### src/rtl/eic_pkg.sv
package eic_pkg;
  // byte address width of the register port
  localparam int unsigned ADDR_W = 5;
  localparam int unsigned WSEL_W = ADDR_W - 2;

  typedef logic [WSEL_W-1:0] word_sel_t;

  // word indices (byte offset = index * 4)
  localparam word_sel_t W_IMR   = 3'd0;
  localparam word_sel_t W_EMR   = 3'd1;
  localparam word_sel_t W_RTRIG = 3'd2;
  localparam word_sel_t W_FTRIG = 3'd3;
  localparam word_sel_t W_RPEND = 3'd4;
  localparam word_sel_t W_FPEND = 3'd5;
  localparam word_sel_t W_WAKE  = 3'd6;

  // number of plain configuration registers
  localparam int unsigned CFG_N = 5;
endpackage

### src/rtl/eic_rst_sync.sv
module eic_rst_sync #(
  parameter int unsigned STAGES = 2  // must be 2 or more
) (
  input  logic clk_i,
  input  logic rst_ni,
  output logic rst_no
);
  logic [STAGES-1:0] sync_q;
  logic [STAGES-1:0] sync_d;

  always_comb begin
    sync_d = {sync_q[STAGES-2:0], 1'b1};
  end

  always_ff @(posedge clk_i or negedge rst_ni) begin
    if (!rst_ni) begin
      sync_q <= '0;
    end else begin
      sync_q <= sync_d;
    end
  end

  assign rst_no = sync_q[STAGES-1];
endmodule

### src/rtl/eic_sampler.sv
module eic_sampler #(
  parameter int unsigned           NUM_LINES = 32,
  parameter logic [NUM_LINES-1:0]  IMPL_MASK = '1
) (
  input  logic                 clk_i,
  input  logic                 rst_ni,
  input  logic [NUM_LINES-1:0] lines_i,
  output logic [NUM_LINES-1:0] rise_o,
  output logic [NUM_LINES-1:0] fall_o
);
  logic [NUM_LINES-1:0] cur_q, cur_d;
  logic [NUM_LINES-1:0] old_q, old_d;

  always_comb begin
    cur_d = lines_i & IMPL_MASK;
    old_d = cur_q;
  end

  always_ff @(posedge clk_i or negedge rst_ni) begin
    if (!rst_ni) begin
      cur_q <= '0;
      old_q <= '0;
    end else begin
      cur_q <= cur_d;
      old_q <= old_d;
    end
  end

  assign rise_o = cur_q & ~old_q;
  assign fall_o = old_q & ~cur_q;
endmodule

### src/rtl/eic_cfg_regs.sv
module eic_cfg_regs
  import eic_pkg::*;
#(
  parameter int unsigned          NUM_LINES = 32,
  parameter logic [NUM_LINES-1:0] IMPL_MASK = '1
) (
  input  logic                 clk_i,
  input  logic                 rst_ni,
  input  logic                 we_i,
  input  word_sel_t            word_i,
  input  logic [NUM_LINES-1:0] wdata_i,
  input  logic                 sleep_i,
  output logic [NUM_LINES-1:0] imr_o,
  output logic [NUM_LINES-1:0] emr_o,
  output logic [NUM_LINES-1:0] rtrig_o,
  output logic [NUM_LINES-1:0] ftrig_o,
  output logic [NUM_LINES-1:0] wake_o,
  output logic [NUM_LINES-1:0] act_mask_o
);
  localparam word_sel_t CFG_WORD [CFG_N] = '{W_IMR, W_EMR, W_RTRIG, W_FTRIG, W_WAKE};

  logic [NUM_LINES-1:0] cfg_q [CFG_N];

  for (genvar g = 0; g < CFG_N; g++) begin : g_reg
    logic                 en;
    logic [NUM_LINES-1:0] nxt;

    always_comb begin
      en  = we_i && (word_i == CFG_WORD[g]);
      nxt = wdata_i & IMPL_MASK;
    end

    always_ff @(posedge clk_i or negedge rst_ni) begin
      if (!rst_ni) begin
        cfg_q[g] <= '0;
      end else if (en) begin
        cfg_q[g] <= nxt;
      end
    end
  end

  assign imr_o   = cfg_q[0];
  assign emr_o   = cfg_q[1];
  assign rtrig_o = cfg_q[2];
  assign ftrig_o = cfg_q[3];
  assign wake_o  = cfg_q[4];

  assign act_mask_o = sleep_i ? wake_o : imr_o;


  cfg_retain_chk: assert property (@(posedge clk_i) disable iff (!rst_ni)
    !we_i |=> $stable({imr_o, emr_o, rtrig_o, ftrig_o, wake_o}));
endmodule

### src/rtl/eic_pend.sv
module eic_pend #(
  parameter int unsigned NUM_LINES  = 32,
  parameter bit          SPLIT_PEND = 1'b1
) (
  input  logic                 clk_i,
  input  logic                 rst_ni,
  input  logic [NUM_LINES-1:0] set_rise_i,
  input  logic [NUM_LINES-1:0] set_fall_i,
  input  logic [NUM_LINES-1:0] clr_rise_i,
  input  logic [NUM_LINES-1:0] clr_fall_i,
  output logic [NUM_LINES-1:0] rise_pend_o,
  output logic [NUM_LINES-1:0] fall_pend_o,
  output logic [NUM_LINES-1:0] any_pend_o
);
  if (SPLIT_PEND) begin : g_split
    logic [NUM_LINES-1:0] rp_q, rp_d;
    logic [NUM_LINES-1:0] fp_q, fp_d;

    always_comb begin
      rp_d = (rp_q & ~clr_rise_i) | set_rise_i;
      fp_d = (fp_q & ~clr_fall_i) | set_fall_i;
    end

    always_ff @(posedge clk_i or negedge rst_ni) begin
      if (!rst_ni) begin
        rp_q <= '0;
        fp_q <= '0;
      end else begin
        rp_q <= rp_d;
        fp_q <= fp_d;
      end
    end

    assign rise_pend_o = rp_q;
    assign fall_pend_o = fp_q;


    w1c_only_chk: assert property (@(posedge clk_i) disable iff (!rst_ni)
      (($past(rp_q) & ~rp_q & ~$past(clr_rise_i)) == '0) &&
      (($past(fp_q) & ~fp_q & ~$past(clr_fall_i)) == '0));

    edge_wins_chk: assert property (@(posedge clk_i) disable iff (!rst_ni)
      (|(set_rise_i | set_fall_i)) |=>
        (((rp_q & $past(set_rise_i)) == $past(set_rise_i)) &&
         ((fp_q & $past(set_fall_i)) == $past(set_fall_i))));
  end else begin : g_shared
    logic [NUM_LINES-1:0] sp_q, sp_d;
    logic                 unused_clr_fall;

    assign unused_clr_fall = ^clr_fall_i;

    always_comb begin
      sp_d = (sp_q & ~clr_rise_i) | set_rise_i | set_fall_i;
    end

    always_ff @(posedge clk_i or negedge rst_ni) begin
      if (!rst_ni) begin
        sp_q <= '0;
      end else begin
        sp_q <= sp_d;
      end
    end

    assign rise_pend_o = sp_q;
    assign fall_pend_o = '0;


    w1c_only_chk: assert property (@(posedge clk_i) disable iff (!rst_ni)
      ($past(sp_q) & ~sp_q & ~$past(clr_rise_i)) == '0);

    edge_wins_chk: assert property (@(posedge clk_i) disable iff (!rst_ni)
      (|(set_rise_i | set_fall_i)) |=>
        ((sp_q & $past(set_rise_i | set_fall_i)) == $past(set_rise_i | set_fall_i)));
  end

  assign any_pend_o = rise_pend_o | fall_pend_o;
endmodule

### src/rtl/ext_irq_ctrl.sv
module ext_irq_ctrl
  import eic_pkg::*;
#(
  parameter int unsigned          NUM_LINES  = 32,
  parameter logic [NUM_LINES-1:0] IMPL_MASK  = 32'h007F_FFFF,
  parameter bit                   SPLIT_PEND = 1'b1,
  parameter int unsigned          RST_STAGES = 2
) (
  input  logic                 clk_i,
  input  logic                 rst_ni,
  input  logic [NUM_LINES-1:0] lines_i,
  input  logic                 sleep_i,
  input  logic                 bus_we_i,
  input  logic                 bus_re_i,
  input  logic [ADDR_W-1:0]    bus_addr_i,
  input  logic [NUM_LINES-1:0] bus_wdata_i,
  output logic [NUM_LINES-1:0] bus_rdata_o,
  output logic                 irq_o,
  output logic                 evt_o
);
  logic                 rst_n;
  word_sel_t            word;
  logic [NUM_LINES-1:0] rise, fall, sel_rise, sel_fall;
  logic [NUM_LINES-1:0] imr, emr, rtrig, ftrig, wake, act_mask;
  logic [NUM_LINES-1:0] clr_rise, clr_fall;
  logic [NUM_LINES-1:0] rpend, fpend, apend;
  logic [NUM_LINES-1:0] rdata_q, rdata_d;
  logic                 evt_q, evt_d;
  logic                 unused_addr;

  assign word        = bus_addr_i[ADDR_W-1:2];
  assign unused_addr = ^bus_addr_i[1:0];

  eic_rst_sync #(.STAGES(RST_STAGES)) u_rst (
    .clk_i  (clk_i),
    .rst_ni (rst_ni),
    .rst_no (rst_n)
  );

  eic_sampler #(.NUM_LINES(NUM_LINES), .IMPL_MASK(IMPL_MASK)) u_smp (
    .clk_i   (clk_i),
    .rst_ni  (rst_n),
    .lines_i (lines_i),
    .rise_o  (rise),
    .fall_o  (fall)
  );

  eic_cfg_regs #(.NUM_LINES(NUM_LINES), .IMPL_MASK(IMPL_MASK)) u_cfg (
    .clk_i      (clk_i),
    .rst_ni     (rst_n),
    .we_i       (bus_we_i),
    .word_i     (word),
    .wdata_i    (bus_wdata_i),
    .sleep_i    (sleep_i),
    .imr_o      (imr),
    .emr_o      (emr),
    .rtrig_o    (rtrig),
    .ftrig_o    (ftrig),
    .wake_o     (wake),
    .act_mask_o (act_mask)
  );

  always_comb begin
    sel_rise = rise & rtrig;
    sel_fall = fall & ftrig;
    clr_rise = (bus_we_i && word == W_RPEND) ? bus_wdata_i : '0;
    clr_fall = (bus_we_i && word == W_FPEND) ? bus_wdata_i : '0;
  end

  eic_pend #(.NUM_LINES(NUM_LINES), .SPLIT_PEND(SPLIT_PEND)) u_pend (
    .clk_i       (clk_i),
    .rst_ni      (rst_n),
    .set_rise_i  (sel_rise),
    .set_fall_i  (sel_fall),
    .clr_rise_i  (clr_rise),
    .clr_fall_i  (clr_fall),
    .rise_pend_o (rpend),
    .fall_pend_o (fpend),
    .any_pend_o  (apend)
  );

  // read mux and event pulse next state
  always_comb begin
    case (word)
      W_IMR:   rdata_d = imr;
      W_EMR:   rdata_d = emr;
      W_RTRIG: rdata_d = rtrig;
      W_FTRIG: rdata_d = ftrig;
      W_RPEND: rdata_d = rpend;
      W_FPEND: rdata_d = fpend;
      W_WAKE:  rdata_d = wake;
      default: rdata_d = '0;
    endcase
    evt_d = |((sel_rise | sel_fall) & emr);
  end

  always_ff @(posedge clk_i or negedge rst_n) begin
    if (!rst_n) begin
      rdata_q <= '0;
    end else if (bus_re_i) begin
      rdata_q <= rdata_d;
    end
  end

  always_ff @(posedge clk_i or negedge rst_n) begin
    if (!rst_n) begin
      evt_q <= 1'b0;
    end else begin
      evt_q <= evt_d;
    end
  end

  assign bus_rdata_o = rdata_q;
  assign evt_o       = evt_q;
  assign irq_o       = |(apend & act_mask);


  irq_hold_chk: assert property (@(posedge clk_i) disable iff (!rst_n)
    (irq_o && !bus_we_i) |=> (irq_o || (sleep_i != $past(sleep_i))));

  evt_pend_chk: assert property (@(posedge clk_i) disable iff (!rst_n)
    evt_o |-> (|apend));

  impl_rd_chk: assert property (@(posedge clk_i) disable iff (!rst_n)
    (bus_rdata_o & ~IMPL_MASK) == '0);

  sleep_quiet_chk: assert property (@(posedge clk_i) disable iff (!rst_n)
    (sleep_i && ((apend & wake) == '0)) |-> !irq_o);
endmodule

### config.mk
export PLATFORM = sky130hd
export DESIGN_NAME = ext_irq_ctrl
export DESIGN_NICKNAME = d
export VERILOG_FILES = /design/src/rtl/eic_pkg.sv /design/src/rtl/eic_rst_sync.sv /design/src/rtl/eic_sampler.sv /design/src/rtl/eic_cfg_regs.sv /design/src/rtl/eic_pend.sv /design/src/rtl/ext_irq_ctrl.sv
export SDC_FILE = /design/constraint.sdc
export NUM_CORES = 1
export LEC_CHECK = 0
export ABC_AREA = 1
export BUFFER_PORTS_ARGS = -buffer_cell sky130_fd_sc_hd__buf_2
export CAP_MARGIN = 25
export CORE_MARGIN = 5
export CORE_UTILIZATION = 55
export DETAILED_ROUTE_END_ITERATION = 8
export GPL_TIMING_DRIVEN = 0
export HOLD_SLACK_MARGIN = 0.12
export PLACE_DENSITY_LB_ADDON = 0.3
export SETUP_SLACK_MARGIN = 0.15
export SLEW_MARGIN = 0
export SYNTH_ARGS = -nofsm -noshare
export SYNTH_HDL_FRONTEND = slang
export SYNTH_SLANG_ARGS = --single-unit
### constraint.sdc
create_clock -name clk_i -period 9.4 [get_ports clk_i]
set_input_delay 0.94 -clock clk_i [delete_from_list [all_inputs] [get_ports clk_i]]
set_output_delay 0.94 -clock clk_i [all_outputs]
set_load 0.05 [all_outputs]
## Word-level counts from Yosys, hierarchy flattened

Cells that the tools add are included.

- Reduce and logical (&&, ||, !) cells: 10
- Equality and inequality tests: 6
- Mux-type cells: 4
- Bitwise operators: 16

Operators by type and width:

| kind | count |
|---|---|
| 32-bit case mux with 7 select lines | 1 |
| 32-bit OR | 4 |
| 32-bit by 23-bit bitwise AND with 32-bit output | 3 |
| 32-bit bitwise AND | 3 |
| 23-bit by 32-bit bitwise AND with 32-bit output | 2 |
| 32-bit two-way mux | 2 |
| 23-bit NOT with 32-bit output | 2 |
| 32-bit NOT | 2 |
| 32-bit OR reduction | 2 |
| 23-bit two-way mux | 1 |
| 3-bit == test, second input constant | 3 |
| 1-bit logical AND | 7 |
| 3-bit by 2-bit == test with 1-bit output, second input constant | 2 |
| 3-bit by 1-bit == test with 1-bit output, second input constant | 1 |
| 3-bit logical NOT | 1 |

- Register bits after elaboration: 260
- Word-level logic and storage cells: 48
- Output and inout port bits: 34
- Input bits: 74

## Logic depth before layout (Yosys ltp)

- Depth in word-level cells: 6
- Gate-level depth with buffers: 11
- Depth with buffers taken out: 10

## Modules after synthesis

Synthesis repeated with hierarchy kept, for this count alone.

- Cells, all modules: 2,150
- Area total of the unflattened synthesis: 14,556.5 um^2

By module, submodules not included:

| module | cells an instance | area each (um^2) | seq. area each (um^2) | instances |
|---|---|---|---|---|
| eic_cfg_regs | 637 | 5,311.3 | 2,877.8 | 1 |
| ext_irq_ctrl | 1,001 | 4,793.3 | 825.8 | 1 |
| eic_pend | 352 | 2,762.6 | 1,601.5 | 1 |
| eic_sampler | 157 | 1,635.3 | 1,151.1 | 1 |
| eic_rst_sync | 3 | 53.8 | 50.0 | 1 |

## Worst setup path before layout

No wires, ideal clock.

- Path type: input to output
- Start point: input port sleep_i
- End point: output port irq_o
- Data required time: 8.460 ns
- Setup slack: 6.439 ns
- Stages on the path: 9
- Buffers on the path: 1
- Data arrival time: 2.021 ns
- Path through: clkinv_1 clkbuf_1 nand2_1 o211ai_1 nand2_1 nor2_1 nand2_1 nor2_1 nand2_1

- Longest elaborated chain between the ends: 3

RTL lines:

| element | line | source |
|---|---|---|
| start, declared | ext_irq_ctrl.sv:12 | `input logic sleep_i,` |
| 23-bit two-way mux | eic_cfg_regs.sv:48 | `assign act_mask_o = sleep_i ? wake_o : imr_o;` |
| 32-bit bitwise AND | ext_irq_ctrl.sv:115 | `assign irq_o = \|(apend & act_mask);` |
| 32-bit OR reduction | ext_irq_ctrl.sv:115 |  |
| end, declared | ext_irq_ctrl.sv:18 | `output logic irq_o,` |

No other way between the ends.

## Worst setup path in the final report

Same ends and word-level chain as after synthesis.

==> out/qor.yml <==
power_and_ir_drop:
  ir_drop_uv: 163.1
  leakagePower_nw: 7.005
  design_power_total_mw: 3.016
  powerDensity_nw_per_um2: 227.1
critical_path:
  critPathCaptureType: "output port"
  timing.critical_path.max_delay_family: "buffers and inverters"
  path_buf_inv: 4
  critPathCapture: "irq_o"
  cp.depth: 8
  startpoint: "sleep_i"
  critPathKind: "in2out"
  critPathLaunchType: "primary input"
  reg2regPathDepth: 3
  crit_chain: "buf_2 -> clkinv_1 -> clkbuf_1 -> o211ai_1 -> nand4_1 -> nor2_1 -> nand2_1 -> buf_2"
  crit_slowest_cell: "clkbuf_1"
  r2r-start: "u_rst.sync_q[1]"
  r2r-end: "u_pend.fall_pend_o[0]"
  crit_required_ns: 8.46
  regToRegSetupSlack_ns: 7.91
  critical_path.max_fanout: 10
  cp.arrival_ns: 2.97
  crit_path_frequent_cell: "buf_2"
  slowest_delay_ns: 0.46
timing:
  finalClockSkew_ns: 0.01719
  hold_viol: 0
  slew_violations: 0
  fin_ws_ns: 5.489
  slew_headroom_pct: 51.38
  finalCriticalPeriod_ns: 3.911
  rsz0062_at_grt: "no"
  worstMarginPinSlew_ns: 0.7293
  fmax_ghz: 0.2557
  setup_viol: 0
  finalCritPeriodShare_pct: 41.61
routing:
  drc: 0
  wl_um: 33060
  ant_nets: 0
  wire_per_inst_um: 18.01
  drt_iter0_markers: 1053
  first_pass_iters: 6
  viasPerCell: 5.458
  vias: 10016
clock_tree:
  h-tree-depth: 1
  clk_latency_ns: 0.55
  post-cts-setup-buffers: 0
  clock-root-buffer: "clkbuf_16"
  clkTransAtPathRegs_ns: 0.05
  clk_path_buf_depth: 3
  cts_buffers: 28
  cts_tree: "done"
  cts-resized-gates: 0
  postCtsHoldBufs: 0
  clkSinkCount: 260
placed_design:
  placed_area_um2: 12380
  io_buffers: 94
  gp_congestion: 0.9103
  place_worst_setup_slack_ns: 5.637
  dp.cells: 1786
  dp_hpwl_um: 22060
global_routing:
  use_met2_pct: 42.87
  grt_use_met1_pct: 37.46
  grt_max_degree: 68
  grtUsageTotal_pct: 27.61
  met3_usage_pct: 6.287
  grt_pass1_wl_um: 52100
  grt_pass1_vias: 9731
  globalRouteOverflowTotal: 0
  antenna_found_initial: 2
  grt.busiest_layer: "met2"
run_status:
  status: "complete, no violations"
synthesis:
  netlist.area_leader.share_pct: 56.77
  post-synth-top-area-cell: "dfrtp_1"
  ys_warn_count: 0
  synth_area_leaders: "dfrtp_1 57%, nand2_1 18%, o21ai_0 6.2%"
  synth_area_um2: 11460
  synthCells: 1418
  synth.yosys.seq_area_share_pct: 56.77
  ys_ff_latch: 260
  synth_nets: 1492
  ys_types: 26
  avgSynthCellArea_um2: 8.083
floorplan:
  die_h_um: 154.4
  initial_utilization_pct: 56.28
  die_w_um: 154.4
  io_pins: 108
  die_area_um2: 23830
  fp-row-count: 52
  core-area_um2: 20360
cells_and_area:
  fin_area_um2: 13280
  mostFrequentLayoutCells: "541 x nand2_1, 259 x dfrtp_1, 148 x inv_1, 141 x o21ai_0, 125 x buf_2"
  fin_util_pct: 65.21
  layout_commonest_cell: "nand2_1"
  finalNetCount: 1620
  seq_area_um2: 6510
  finalNonFillerCells: 1835
  layout-drive-gt1-share_pct: 13.30
  fillers: 1756
  multi_input_area_um2: 4055
  area_delta_synth_final_pct: 15.87
run:
  cap_viol_max_count: 0
worst_hold_path:
  worstHoldPathType: "in2async"
-- registers in the layout, indices dropped and copies added (netlist names), 2 cells and up --
signal              flops
bus_rdata_o            32
u_pend.fall_pend_o     32
u_pend.rise_pend_o     32
u_cfg.emr_o            23
u_cfg.ftrig_o          23
u_cfg.imr_o            23
u_cfg.rtrig_o          23
u_cfg.wake_o           23
u_smp.cur_q            23
u_smp.old_q            23
u_rst.sync_q            2
-- metrics by stage --
| stage | hold WS (ns) | setup TNS, ns |
|---|---|---|
| after global routing | 0.1547 | 0 |
| final | 0.1663 | 0 |
| after floorplan | 0.3312 | 0 |
| after CTS | 0.1556 | 0 |
| after global placement | 0.3365 | -309.23 |
| after detailed placement | 0.2778 | 0 |
-- final cells by class --
type / instances / share of cell area (%)
sequential: 260 / 49.02
multi-input combinational: 948 / 30.54
clock buffer: 44 / 6.482
inverter: 157 / 4.438
timing repair buffer: 98 / 4.372
tap: 270 / 2.544
buffer: 53 / 2.337
clock inverter: 4 / 0.2544
antenna: 1 / 0.01884
-- cell usage after synthesis, drive strengths merged --
master    n
nand4     2
clkbuf   10
nor2     99
a21oi    11
or2       6
conb      1
nand3b    8
nor3      3
o211ai   10
nand2   547
clkinv    2
buf      43
nand3    41
dfrtp   260
o21ai   207
inv     155
o22ai    13
-- where the power goes --
group	internal, mW	total [mW]	switching (mW)
Combinational	0.165	0.525	0.360
Clock	0.623	1.06	0.437
Sequential	1.30	1.43	0.129
Total	2.09	3.02	0.926
-- logic make-up after synthesis --
kind of cell / after synthesis / synth area share, %
other: 1 / 0.03272
AND/OR/NAND/NOR: 706 / 24.47
flip-flops: 260 / 56.77
AO/OA/AOI/OAI: 241 / 10.88
buffers and inverters: 210 / 7.849
-- worst min path at each step --
| stage | start | to | cells past startpoint |
|---|---|---|---|
| floorplan | u_rst.sync_q[0] | u_rst.sync_q[1] | 0 |
| global placement | u_rst.sync_q[0] | u_rst.sync_q[1] | 0 |
| detailed placement | u_rst.sync_q[1] | u_smp.cur_q[20] | 0 |
| CTS | rst_ni | u_rst.sync_q[1] | 1 |
| global route | rst_ni | u_rst.sync_q[1] | 1 |
| finish | rst_ni | u_rst.sync_q[1] | 1 |
-- layer usage --
| layer | share of wire, % | wire length (µm) |
|---|---|---|
| met1 | 41 | 13430 |
| met2 | 45 | 14820 |
| met3 | 10 | 3314 |
| met4 | 4.5 | 1476 |
| met5 | 0.039 | 13 |
Power figures use the tool's default switching activity.
